$ cat config.mk
export PLATFORM = sky130hd
export DESIGN_NAME = dma_single_xfer
export DESIGN_NICKNAME = d
export VERILOG_FILES = /design/src/rtl/dma_sx_pkg.sv /design/src/rtl/dma_sx_chan.sv /design/src/rtl/dma_sx_pend.sv /design/src/rtl/dma_sx_prio.sv /design/src/rtl/dma_single_xfer.sv
export SDC_FILE = /design/constraint.sdc
export NUM_CORES = 1
export LEC_CHECK = 0
export BUFFER_PORTS_ARGS = -buffer_cell sky130_fd_sc_hd__buf_2
export CAP_MARGIN = 30
export CORE_ASPECT_RATIO = 0.9
export CORE_MARGIN = 2
export CORE_UTILIZATION = 50
export DETAILED_ROUTE_END_ITERATION = 8
export PLACE_DENSITY = 0.69
export SYNTH_ARGS = -nofsm -noshare
export SYNTH_HDL_FRONTEND = slang
export SYNTH_SLANG_ARGS = --single-unit
export TNS_END_PERCENT = 100
$ cat constraint.sdc
create_clock -name clk -period 2.6 [get_ports clk]
set_clock_uncertainty 0.15 [all_clocks]
set_input_delay 0.52 -clock clk [delete_from_list [all_inputs] [get_ports clk]]
set_output_delay 0.52 -clock clk [all_outputs]
set_load 0.02 [all_outputs]
$ cat src/rtl/dma_sx_pkg.sv
package dma_sx_pkg;

  localparam int DW = 16;

  typedef enum logic [1:0] {
    TGT_ROM    = 2'b00,
    TGT_RAM    = 2'b01,
    TGT_PERIPH = 2'b10,
    TGT_EXT    = 2'b11
  } tgt_kind_e;

  typedef enum logic [1:0] {
    ST_IDLE,
    ST_ARB,
    ST_RD,
    ST_WR
  } xfer_state_e;

  function automatic logic setup_legal(input tgt_kind_e dst_kind, input logic cnt_nonzero);
    return (dst_kind != TGT_ROM) && cnt_nonzero;
  endfunction

endpackage

$ cat src/rtl/dma_sx_chan.sv
module dma_sx_chan
  import dma_sx_pkg::*;
#(
  parameter int AW = 16,
  parameter int CW = 16
) (
  input  logic          clk,
  input  logic          rst_n,
  input  logic          ld,
  input  logic [AW-1:0] ld_src,
  input  logic [AW-1:0] ld_dst,
  input  logic          ld_half,
  input  logic          ld_src_inc,
  input  logic          ld_dst_inc,
  input  logic [1:0]    ld_dst_kind,
  input  logic [CW-1:0] ld_count,
  input  logic          step,
  output logic [AW-1:0] src_addr,
  output logic [AW-1:0] dst_addr,
  output logic          half,
  output logic          enabled,
  output logic          tc_flag,
  output logic          tc_irq,
  output logic          err_flag
);

  logic          src_inc_q, dst_inc_q;
  logic [CW-1:0] count_q;
  logic [AW-1:0] unit_step;
  logic          legal;

  assign unit_step = half ? AW'(2) : AW'(1);
  assign legal     = setup_legal(tgt_kind_e'(ld_dst_kind), ld_count != '0);

  always_ff @(posedge clk or negedge rst_n) begin
    if (!rst_n) begin
      src_addr  <= '0;
      dst_addr  <= '0;
      half      <= 1'b0;
      src_inc_q <= 1'b0;
      dst_inc_q <= 1'b0;
      count_q   <= '0;
      enabled   <= 1'b0;
      tc_flag   <= 1'b0;
      tc_irq    <= 1'b0;
      err_flag  <= 1'b0;
    end else begin
      tc_irq <= 1'b0;
      if (ld) begin
        src_addr  <= ld_src;
        dst_addr  <= ld_dst;
        half      <= ld_half;
        src_inc_q <= ld_src_inc;
        dst_inc_q <= ld_dst_inc;
        count_q   <= ld_count;
        enabled   <= legal;
        err_flag  <= !legal;
        tc_flag   <= 1'b0;
      end else if (step) begin
        if (src_inc_q) src_addr <= src_addr + unit_step;
        if (dst_inc_q) dst_addr <= dst_addr + unit_step;
        count_q <= count_q - CW'(1);
        if (count_q == CW'(1)) begin
          tc_flag <= 1'b1;
          tc_irq  <= 1'b1;
          enabled <= 1'b0;
        end
      end
    end
  end

endmodule

$ cat src/rtl/dma_sx_pend.sv
module dma_sx_pend #(
  parameter int NCH = 4
) (
  input  logic           clk,
  input  logic           rst_n,
  input  logic [NCH-1:0] dreq,
  input  logic [NCH-1:0] enabled,
  input  logic [NCH-1:0] load,
  input  logic [NCH-1:0] clr,
  input  logic [NCH-1:0] block,
  output logic [NCH-1:0] pending
);

  for (genvar i = 0; i < NCH; i++) begin : g_bit
    always_ff @(posedge clk or negedge rst_n) begin
      if (!rst_n)                            pending[i] <= 1'b0;
      else if (clr[i] || load[i] || !enabled[i]) pending[i] <= 1'b0;
      else if (dreq[i] && !block[i])         pending[i] <= 1'b1;
    end
  end

endmodule

$ cat src/rtl/dma_sx_prio.sv
module dma_sx_prio #(
  parameter int NCH = 4,
  localparam int CHW = (NCH > 1) ? $clog2(NCH) : 1
) (
  input  logic [NCH-1:0] cand,
  output logic           any,
  output logic [CHW-1:0] win
);

  always_comb begin
    any = |cand;
    win = '0;
    for (int i = NCH - 1; i >= 0; i--) begin
      if (cand[i]) win = CHW'(i);
    end
  end

endmodule

$ cat src/rtl/dma_single_xfer.sv
module dma_single_xfer
  import dma_sx_pkg::*;
#(
  parameter int NCH = 4,
  parameter int AW  = 16,
  parameter int CW  = 16,
  localparam int CHW = (NCH > 1) ? $clog2(NCH) : 1
) (
  input  logic           clk,
  input  logic           rst_n,
  input  logic           cfg_we,
  input  logic [CHW-1:0] cfg_ch,
  input  logic [AW-1:0]  cfg_src_addr,
  input  logic [AW-1:0]  cfg_dst_addr,
  input  logic           cfg_halfword,
  input  logic           cfg_src_inc,
  input  logic           cfg_dst_inc,
  input  logic [1:0]     cfg_dst_kind,
  input  logic [CW-1:0]  cfg_count,
  input  logic [NCH-1:0] dreq,
  output logic           bus_req,
  input  logic           bus_gnt,
  output logic           mem_valid,
  input  logic           mem_ready,
  output logic           mem_we,
  output logic           mem_half,
  output logic [AW-1:0]  mem_addr,
  output logic [DW-1:0]  mem_wdata,
  input  logic [DW-1:0]  mem_rdata,
  output logic [CHW-1:0] active_ch,
  output logic [NCH-1:0] ch_enabled,
  output logic [NCH-1:0] tc_flag,
  output logic [NCH-1:0] tc_irq,
  output logic [NCH-1:0] err_flag
);

  xfer_state_e state_q;
  logic [CHW-1:0] cur_q;
  logic [DW-1:0]  data_q;

  logic [NCH-1:0] load_v, step_v, clr_v, block_v, pend_v, cand_v, half_v;
  logic [NCH-1:0][AW-1:0] src_v, dst_v;
  logic           any_c;
  logic [CHW-1:0] win_c;
  logic           grant_now, rd_done, wr_done;

  for (genvar i = 0; i < NCH; i++) begin : g_ch
    assign load_v[i]  = cfg_we && (cfg_ch == CHW'(i));
    assign step_v[i]  = wr_done && (cur_q == CHW'(i));
    assign clr_v[i]   = grant_now && (win_c == CHW'(i));
    assign block_v[i] = ((state_q == ST_RD) || (state_q == ST_WR)) && (cur_q == CHW'(i));

    dma_sx_chan #(.AW(AW), .CW(CW)) chan_i (
      .clk        (clk),
      .rst_n      (rst_n),
      .ld         (load_v[i]),
      .ld_src     (cfg_src_addr),
      .ld_dst     (cfg_dst_addr),
      .ld_half    (cfg_halfword),
      .ld_src_inc (cfg_src_inc),
      .ld_dst_inc (cfg_dst_inc),
      .ld_dst_kind(cfg_dst_kind),
      .ld_count   (cfg_count),
      .step       (step_v[i]),
      .src_addr   (src_v[i]),
      .dst_addr   (dst_v[i]),
      .half       (half_v[i]),
      .enabled    (ch_enabled[i]),
      .tc_flag    (tc_flag[i]),
      .tc_irq     (tc_irq[i]),
      .err_flag   (err_flag[i])
    );
  end

  dma_sx_pend #(.NCH(NCH)) pend_i (
    .clk    (clk),
    .rst_n  (rst_n),
    .dreq   (dreq),
    .enabled(ch_enabled),
    .load   (load_v),
    .clr    (clr_v),
    .block  (block_v),
    .pending(pend_v)
  );

  assign cand_v = pend_v & ch_enabled;

  dma_sx_prio #(.NCH(NCH)) prio_i (
    .cand(cand_v),
    .any (any_c),
    .win (win_c)
  );

  assign grant_now = (state_q == ST_ARB) && bus_gnt && any_c;
  assign rd_done   = (state_q == ST_RD) && mem_ready;
  assign wr_done   = (state_q == ST_WR) && mem_ready;

  always_ff @(posedge clk or negedge rst_n) begin
    if (!rst_n) begin
      state_q <= ST_IDLE;
      cur_q   <= '0;
      data_q  <= '0;
    end else begin
      unique case (state_q)
        ST_IDLE: if (any_c) state_q <= ST_ARB;
        ST_ARB: begin
          if (grant_now) begin
            cur_q   <= win_c;
            state_q <= ST_RD;
          end else if (bus_gnt) begin
            state_q <= ST_IDLE;
          end
        end
        ST_RD: if (rd_done) begin
          data_q  <= half_v[cur_q] ? mem_rdata : {8'h00, mem_rdata[7:0]};
          state_q <= ST_WR;
        end
        ST_WR: if (wr_done) state_q <= ST_IDLE;
        default: state_q <= ST_IDLE;
      endcase
    end
  end

  assign bus_req   = (state_q != ST_IDLE);
  assign mem_valid = (state_q == ST_RD) || (state_q == ST_WR);
  assign mem_we    = (state_q == ST_WR);
  assign mem_half  = half_v[cur_q];
  assign mem_addr  = (state_q == ST_WR) ? dst_v[cur_q] : src_v[cur_q];
  assign mem_wdata = data_q;
  assign active_ch = cur_q;

endmodule

[Yosys cells after proc, flatten, opt, wreduce, memory -nomap -nowiden]
Cells that the tools add are included.
Widths: inputs -> output; s select.
Word-level totals
  flip-flop bits (word level): 244
  input bits: 80
  output and inout bits: 54
  word-level logic and storage cells: 265
Cells by class
  add/subtract/negate cells: 12
  $lt $le $gt $ge: 1
  equal/unequal tests: 20
  mux-type cells: 98
  bitwise operators: 1
  reduce and logical (&&, ||, !) cells: 86
Operators by type and width (number)
  $mux 16: 36
  $add 16x16->16: 8
  $bmux 16 s2: 2
  $eq 16x1->1 const B: 4
  $sub 16x1->16 const B: 4
  $mux 1: 45
  $reduce_bool 2->1: 22
  $reduce_and 2->1: 14
  $mux 2: 13
  $logic_and 1x1->1: 25
  $eq 2x2->1 const B: 8
  $reduce_bool 16->1: 1
  $logic_not 1->1: 9
  $logic_or 1x1->1: 9
  $eq 2x1->1 const B: 4
  $logic_not 2->1: 4
  $pmux 2 s4: 1
  $and 4x4->4: 1
  $ne 2x2->1 const B: 2
  $reduce_and 4->1: 1
  $reduce_or 4->1: 1
  $lt 2x3->1 const B: 1
  $ne 3x3->1 const B: 1
  $bmux 1 s2: 1
  $ne 2x1->1 const B: 1

[Logic depth before layout (Yosys ltp)]
Gate-level depths: netlist (run 1).
  depth in word-level cells: 10
  gate-level depth with buffers: 9
  gate-level depth less buffers: 9

[Cells and area by module]
Synthesis (run 1) repeated with hierarchy kept, for this count alone.
Unflattened totals
  cell total of the unflattened synthesis: 1546
  area, all modules: 14725.4 µm²
By module, submodules not included
  dma_sx_chan (g_ch[0].chan_i ...): times used 3, cells each 340, area an instance 3115.5 µm², sequential area each 1376.3 µm²
  dma_sx_chan (g_ch[3].chan_i): times used 1, cells each 342, area an instance 3114.2 µm², sequential area each 1376.3 µm²
  dma_single_xfer: times used 1, cells each 161, area an instance 2049.5 µm², sequential area each 500.5 µm²
  dma_sx_pend: times used 1, cells each 16, area an instance 180.2 µm², sequential area each 100.1 µm²
  dma_sx_prio: times used 1, cells each 7, area an instance 35.0 µm², sequential area each 0.0 µm²

[Least setup slack after synthesis (run 1)]
OpenSTA, ideal clock, no wires.
  path type: register to output
  start: reg cur_q[0], in the netlist active_ch[0]
  end: out mem_addr[7]
  arrival time: 2.041 ns
  required time: 1.930 ns
  path slack: -0.111 ns
  stages on the path, launching flop included: 6
  path buffers: 3
  cells stage by stage: dfrtp_1 -> buf_2 -> buf_4 -> buf_2 -> mux4_2 -> mux2_2
Between the ends
  cells in the longest elaborated chain, start to end: 3
  elaborated cells on any way between the ends: 5
  those cells by class: mux (5)
RTL lines
  from (decl): RTL line dma_single_xfer.sv:38  | logic [CHW-1:0] cur_q;
  from (signal assigned): RTL line dma_single_xfer.sv:108  | cur_q <= win_c;
  $bmux 16 s2: RTL line dma_single_xfer.sv:128  | assign mem_addr = (state_q == ST_WR) ? dst_v[cur_q] : src_v[cur_q];
  $mux 16 (implied by the code): RTL line dma_single_xfer.sv:128
  $mux 16 (*): RTL line dma_single_xfer.sv:128
  to (decl): RTL line dma_single_xfer.sv:27  | output logic [AW-1:0] mem_addr,
Every way passes the cells marked *; elsewhere a longest branch is shown, timed or not. The select of a mux whose other input is x is not followed.

[Worst setup path in the final report (run 1)]
Ends and elaborated chain as after synthesis.

==> flow_metrics.py, run 1 <==
metrics = {
    "routing": {
        "vias_per_cell": 5.795,
        "drtIter0Drc": 964,
        "num_vias": 11830,
        "drc": 0,
        "dr.pass1.iters": 5,
        "ant_nets": 0,
        "wl_per_cell_um": 19.98,
        "drt_wl_total_um": 40780,
    },
    "final_layout": {
        "final_cell_mix": "nand2_1, dfrtp_1, o21ai_0",
        "syn_to_final_growth_pct": 16.48,
        "drive_gt1_share_pct": 19.64,
        "fillers": 2380,
        "final_common_cell": "nand2_1",
        "multi_input_area_mm2": 0.007654,
        "nets": 1773,
        "seqCellArea_mm2": 0.006111,
    },
    "global_route": {
        "grt_pass1_vias": 11570,
        "grt_pass1_wl_um": 63940,
        "grtUsageMet3_pct": 5.204,
        "top_usage_layer": "met2",
        "grt_overflow": 0,
        "grt_use_met1_pct": 37.64,
        "grt_util_met2_pct": 44.27,
        "grt_use_total_pct": 27.40,
        "antenna_found_initial": 2,
        "grt_max_degree": 97,
    },
    "critical_path": {
        "startpoint": "active_ch[0]",
        "path_max_fanout": 5,
        "critPathLaunchType": "flip-flop",
        "path_class": "flip-flop to output port",
        "critPathRequiredTime_ps": 1930,
        "r2r_start": "g_ch[1].chan_i.half",
        "cp-end-kind": "output port",
        "arrival_ps": 2230,
    },
    "synth": {
        "synth_async_sr_flop_share_pct": 100.0,
        "synthesis.area_mm2": 0.01432,
        "synthDistinctLibCells": 59,
        "yosys_warnings": 0,
        "synth-seq-cells": 244,
        "synthFlopType": "dfrtp_1",
        "syn_inst": 1535,
        "avgSynthCellArea_um2": 9.331,
        "synth_edf_count": 0,
        "yosysSeqAreaShare_pct": 42.63,
        "syn_nets": 1647,
    },
    "placement": {
        "place_congestion": 0.8969,
        "place.port_buffers": 133,
        "place_worst_setup_slack_ps": 59.50,
        "dp_hpwl_um": 28590,
    },
    "cts": {
        "cts_root_buf": "clkbuf_16",
        "cts-buffers-inserted": 27,
        "cts_tree": "done",
        "clkSinkCount": 244,
        "path_clk_slew_ps": 60,
        "worstSkewPairLatency_ps": 560,
        "clock_tree.buffer_depth": 3,
        "htreeDepth": 1,
    },
    "sta": {
        "hold_violations": 0,
        "finalWorstSetupSlack_ps": -299.6,
        "period_share_pct": 111.5,
        "period_minus_slack_ps": 2900,
        "drv_slew": 0,
        "rsz0062_at_grt": "true",
        "setup_viol": 16,
        "holdWs_ps": 45.76,
        "relSlewSlack_pct": 57.69,
        "clock.fmax_ghz": 0.3449,
        "tightest_slew_ps": 634.6,
    },
    "die": {
        "die_area_mm2": 0.03002,
        "die_width_um": 182.4,
        "coreArea_mm2": 0.02808,
        "start_util_pct": 51.00,
        "ioPinCount": 134,
        "rows": 58,
        "die_y_um": 164.6,
    },
    "run_status": {
        "violations": "setup timing",
        "outcome": "finished with violations",
    },
    "power": {
        "p_leak_uw": 0.006831,
        "total_power_uw": 14950,
        "power.density_mw_per_mm2": 896.2,
        "peakVddDrop_mv": 0.5798,
    },
    "hold_path": {
        "worstHoldStart": "mem_rdata[4]",
        "hp-class": "input pin to flip-flop",
    },
    "flow_run": {
        "cap_violations": 0,
    },
}
-- cells by family (layout without fill, tap and decap cells) --
family                   after synthesis  after routing  share of synthesized area (%)
buffers and inverters                135            280                          4.298
multiplexers                          67             67                          7.792
AND/OR/NAND/NOR                      643            643                          22.64
other                                  0              1                              0
flip-flops                           244            244                          42.63
adder cells (fa/ha/maj)               32             32                          3.215
XOR/XNOR                             170            170                          10.40
AO/OA/AOI/OAI                        244            244                          9.024
-- power breakdown --
| group | leakage (µW) | switching, µW | total, µW | internal (µW) |
|---|---|---|---|---|
| clock | 0.000433 | 1580 | 3860 | 2270 |
| sequential | 0.00301 | 948 | 5550 | 4600 |
| combinational | 0.00339 | 2890 | 5540 | 2660 |
-- worst paths after layout --
path / to / slack (ps) / depth (start not counted)
setup / recovery: mem_addr[7] / -300 / 5
hold / removal: mem_wdata[4] / 50 / 2
setup reg to reg: g_ch[1].chan_i.src_addr[10] / 80 / 10
hold reg to reg: mem_wdata[12] / 330 / 2
max in group asynchronous: g_ch[0].chan_i.count_q[8] / 1200 / 3
min in group asynchronous: g_ch[0].chan_i.src_addr[10] / 360 / 2
-- stage by stage --
step	setup TNS, ps	cells	area [µm²]	util [%]
3_3_place_gp	0	1975	15450	55.00
6_report	-4515	2041	16680	59.40
4_1_cts	-4547	2032	16470	58.66
2_1_floorplan	0	1535	14330	-
5_1_grt	-4964	2040	16680	59.39
3_5_place_dp	0	1975	15450	55.00
-- critical path, cell delays in order (launching register included) --
cell	delay [ps]
dfrtp_2	390
buf_12	140
buf_12	140
mux4_2	560
mux2_2	300
buf_2	160
-- registers in the layout, indices dropped and copies added, names as in the netlist, named ones only --
register	cells
pend_i.pending	4
g_ch.chan_i.count_q	64
g_ch.chan_i.half	4
g_ch.chan_i.dst_addr	64
g_ch.chan_i.src_inc_q	4
g_ch.chan_i.src_addr	64
active_ch	2
g_ch.chan_i.err_flag	4
mem_wdata	16
g_ch.chan_i.enabled	4
state_q	1
g_ch.chan_i.tc_irq	4
g_ch.chan_i.tc_flag	4
g_ch.chan_i.dst_inc_q	4
-- metal layers --
metal / part of all wire (%) / routed length (µm)
met1: 43 / 17700
met2: 47 / 18980
met3: 7.2 / 2925
met4: 2.8 / 1158
met5: 0.044 / 18
-- area by class of cell --
class | instances | share of cell area, %
Clock inverter | 8 | 0.5775
Timing Repair Buffer | 190 | 8.550
Antenna cell | 1 | 0.01500
Multi-Input combinational cell | 1156 | 45.88
Tap cell | 360 | 2.700
Clock buffer | 40 | 4.703
Sequential cell | 244 | 36.63
Inverter | 42 | 0.9450
-- synthesized netlist by cell type (4+ instances only) --
library cell / count / area share (%)
nand2_1: 280 / 7.3
nor3_2: 5 / 0.35
and3_1: 14 / 0.61
ha_1: 24 / 2.1
a21o_1: 6 / 0.31
o21ai_0: 161 / 5.6
and2_1: 9 / 0.39
fa_1: 8 / 1.1
dfrtp_1: 244 / 43
clkbuf_1: 56 / 1.5
inv_1: 42 / 1.1
or3_1: 6 / 0.26
nand4_1: 30 / 1.3
buf_4: 24 / 1.3
xnor2_1: 115 / 7.0
nor3_1: 53 / 1.9
mux4_2: 33 / 5.2
a21oi_1: 28 / 0.98
and3b_1: 5 / 0.31
nand4b_1: 8 / 0.49
o21ai_1: 28 / 0.98
o21a_1: 6 / 0.31
mux2i_1: 8 / 0.56
nand3_1: 50 / 1.7
xor2_1: 55 / 3.4
nand4b_2: 4 / 0.42
nand3b_1: 6 / 0.31
nor4_1: 24 / 1.0
nor2b_1: 9 / 0.39
and4_1: 16 / 0.98
mux2_2: 26 / 2.0
nor4_2: 7 / 0.61
nor3b_1: 4 / 0.21
nor2_1: 90 / 2.4
buf_2: 9 / 0.31
a211oi_1: 6 / 0.31
-- repair_timing --
action                                 4_1_cts  5_1_grt
pin swaps                                    0        3
buffers inserted                             6        5
endpoints found under the hold margin       61        0
hold buffers                                 1        0
gates cloned                                 2        3
resized for setup                            7       30
setup endpoints to repair                   17       34
Power figures use the tool's default switching activity.
==> run 2: changes to the inputs <==
GPL_TIMING_DRIVEN = 0   (was unset)
PLACE_DENSITY = 0.76   (was 0.69)
SKIP_LAST_GASP = 1   (was unset)
==> run 2 against run 1 <==
  * The run still ends with setup timing left
  * Non-clock buffer count rose by 48
  * Fmax shrank 3.4%
  * Sequential power decreased by 0.9%
  * Largest power group is now combinational logic
  * Highest routed layer is now met4
==> flow_metrics.py, run 2 (synthesized netlist as in run 1, its figures left out) <==
metrics = {
    "routing": {
        "ant_nets": 0,
        "vias_per_cell": 6.097,
        "num_vias": 12760,
        "drtIter0Drc": 1448,
        "wl_per_cell_um": 21.58,
        "drt_wl_total_um": 45160,
        "drc": 0,
        "dr.pass1.iters": 7,
    },
    "critical_path": {
        "r2r_end": "g_ch[1].chan_i.src_addr[15]",
        "cp_slowest_stage_delay_ps": 540,
        "slowest_stage": "mux4_2",
        "cp_cell_sequence": "buf_6 -> buf_8 -> mux4_2 -> mux2_4 -> buf_6",
        "arrival_ps": 2330,
        "path_class": "flip-flop to output port",
        "cp-end-kind": "output port",
        "critPathBufInv": 3,
        "path_max_fanout": 10,
        "critPathLaunchType": "flip-flop",
        "crit_top_cell": "buf_6",
        "reg2reg_slack_ps": 80,
        "crit_family": "multiplexers",
        "reg2regPathDepth": 8,
        "critPathRequiredTime_ps": 1930,
    },
    "cts": {
        "clock_tree.buffer_depth": 3,
        "worstSkewPairLatency_ps": 560,
        "htreeDepth": 1,
        "path_clk_slew_ps": 70,
        "clkSinkCount": 244,
        "cts_root_buf": "clkbuf_16",
        "cts-buffers-inserted": 28,
        "cts_tree": "done",
    },
    "final_layout": {
        "syn_to_final_growth_pct": 18.40,
        "final_common_cell": "nand2_1",
        "nets": 1822,
        "final_cell_mix": "nand2_1, dfrtp_1, o21ai_0",
        "drive_gt1_share_pct": 19.35,
        "reg.largest.list": "g_ch.chan_i.count_q (64), g_ch.chan_i.dst_addr (64), g_ch.chan_i.src_addr (64)",
        "fillers": 2379,
        "utilization_pct": 60.38,
    },
    "hold_path": {
        "hp-class": "input pin to flip-flop",
        "hold_depth": 2,
        "min_to": "mem_wdata[3]",
        "worstHoldStart": "mem_rdata[3]",
    },
    "global_route": {
        "grt_pass1_vias": 12570,
        "grt_pass1_wl_um": 70660,
        "grt_max_degree": 121,
        "grt_use_total_pct": 30.62,
        "grt_overflow": 0,
        "antenna_found_initial": 2,
    },
    "run_status": {
        "violations": "setup timing",
        "outcome": "finished with violations",
    },
    "die": {
        "die_area_mm2": 0.03002,
        "ioPinCount": 134,
        "die_width_um": 182.4,
        "die_y_um": 164.6,
        "start_util_pct": 51.00,
        "coreArea_mm2": 0.02808,
        "rows": 58,
    },
    "sta": {
        "setup_viol": 17,
        "clock.fmax_ghz": 0.3331,
        "period_share_pct": 115.5,
        "drv_slew": 0,
        "relSlewSlack_pct": 35.06,
        "holdWs_ps": 45.88,
        "period_minus_slack_ps": 3002,
        "finalWorstSetupSlack_ps": -402.4,
        "rsz0062_at_grt": "true",
        "hold_violations": 0,
        "tightest_slew_ps": 974.1,
    },
    "power": {
        "power.density_mw_per_mm2": 906.6,
        "p_leak_uw": 0.006965,
        "peakVddDrop_mv": 0.5550,
    },
    "placement": {
        "dp_hpwl_um": 32850,
        "place.port_buffers": 131,
        "place_congestion": 0.9561,
        "place_worst_setup_slack_ps": -470.7,
    },
    "flow_run": {
        "cap_violations": 0,
    },
}
[run 2: final cells by class]
class | count | area (µm²) | share of cell area, %
well taps | 360 | 450.4 | 2.656
clock buffers | 45 | 885.9 | 5.224
clock inverters | 6 | 55.05 | 0.3247
inverters | 42 | 167.7 | 0.9887
flip-flops and latches | 244 | 6111 | 36.04
diodes | 2 | 5.005 | 0.02951
plain buffers | 90 | 585.6 | 3.453
multi-input cells | 1156 | 7727 | 45.57
repair buffers | 148 | 969.7 | 5.718
[run 2: metal layers]
| layer | vias up | global-route usage (%) | part of all wire, % |
|---|---|---|---|
| li1 | 5675 | - | - |
| met1 | 6230 | 41.14 | 40 |
| met2 | 689 | 48.20 | 45 |
| met5 | - | 0 | 0 |
| met4 | 0 | 13.67 | 5.2 |
| met3 | 166 | 6.461 | 9.9 |
[run 2: metrics by stage]
step	power (µW)	TNS [ps]	std cells	area, µm²
floorplan	8696	0	1535	14330
global placement	10270	-900080	2026	15430
detailed placement	10430	-22870	2028	15500
CTS	15250	-6547	2088	16880
global route	16050	-6361	2091	16950
finish	15370	-6043	2093	16960
[run 2: how the worst max path moves through the flow]
stage	from	end	slack, ps	cells past startpoint
finish	active_ch[1]	mem_addr[1]	-400	5
global route	active_ch[1]	mem_addr[2]	-410	6
CTS	active_ch[0]	mem_addr[15]	-440	7
detailed placement	cfg_ch[0]	g_ch[1].chan_i.half	-470	6
global placement	rst_n	active_ch[0]	-4090	1
floorplan	active_ch[1]	mem_addr[3]	60	5
[run 2: power breakdown]
group	leakage, µW	internal (µW)	switching (µW)
logic	0.00349	2800	3050
clock network	0.000470	2410	1620
registers	0.00301	4600	896
[run 2: repair_timing]
item                                    CTS  global route
setup buffers                             8             5
endpoints found under the setup margin   38            60
cloned                                    2             0
pin swaps                                 1             6
resized for setup                        87            28
hold buffers                              1             0
hold endpoints to repair                 59             0
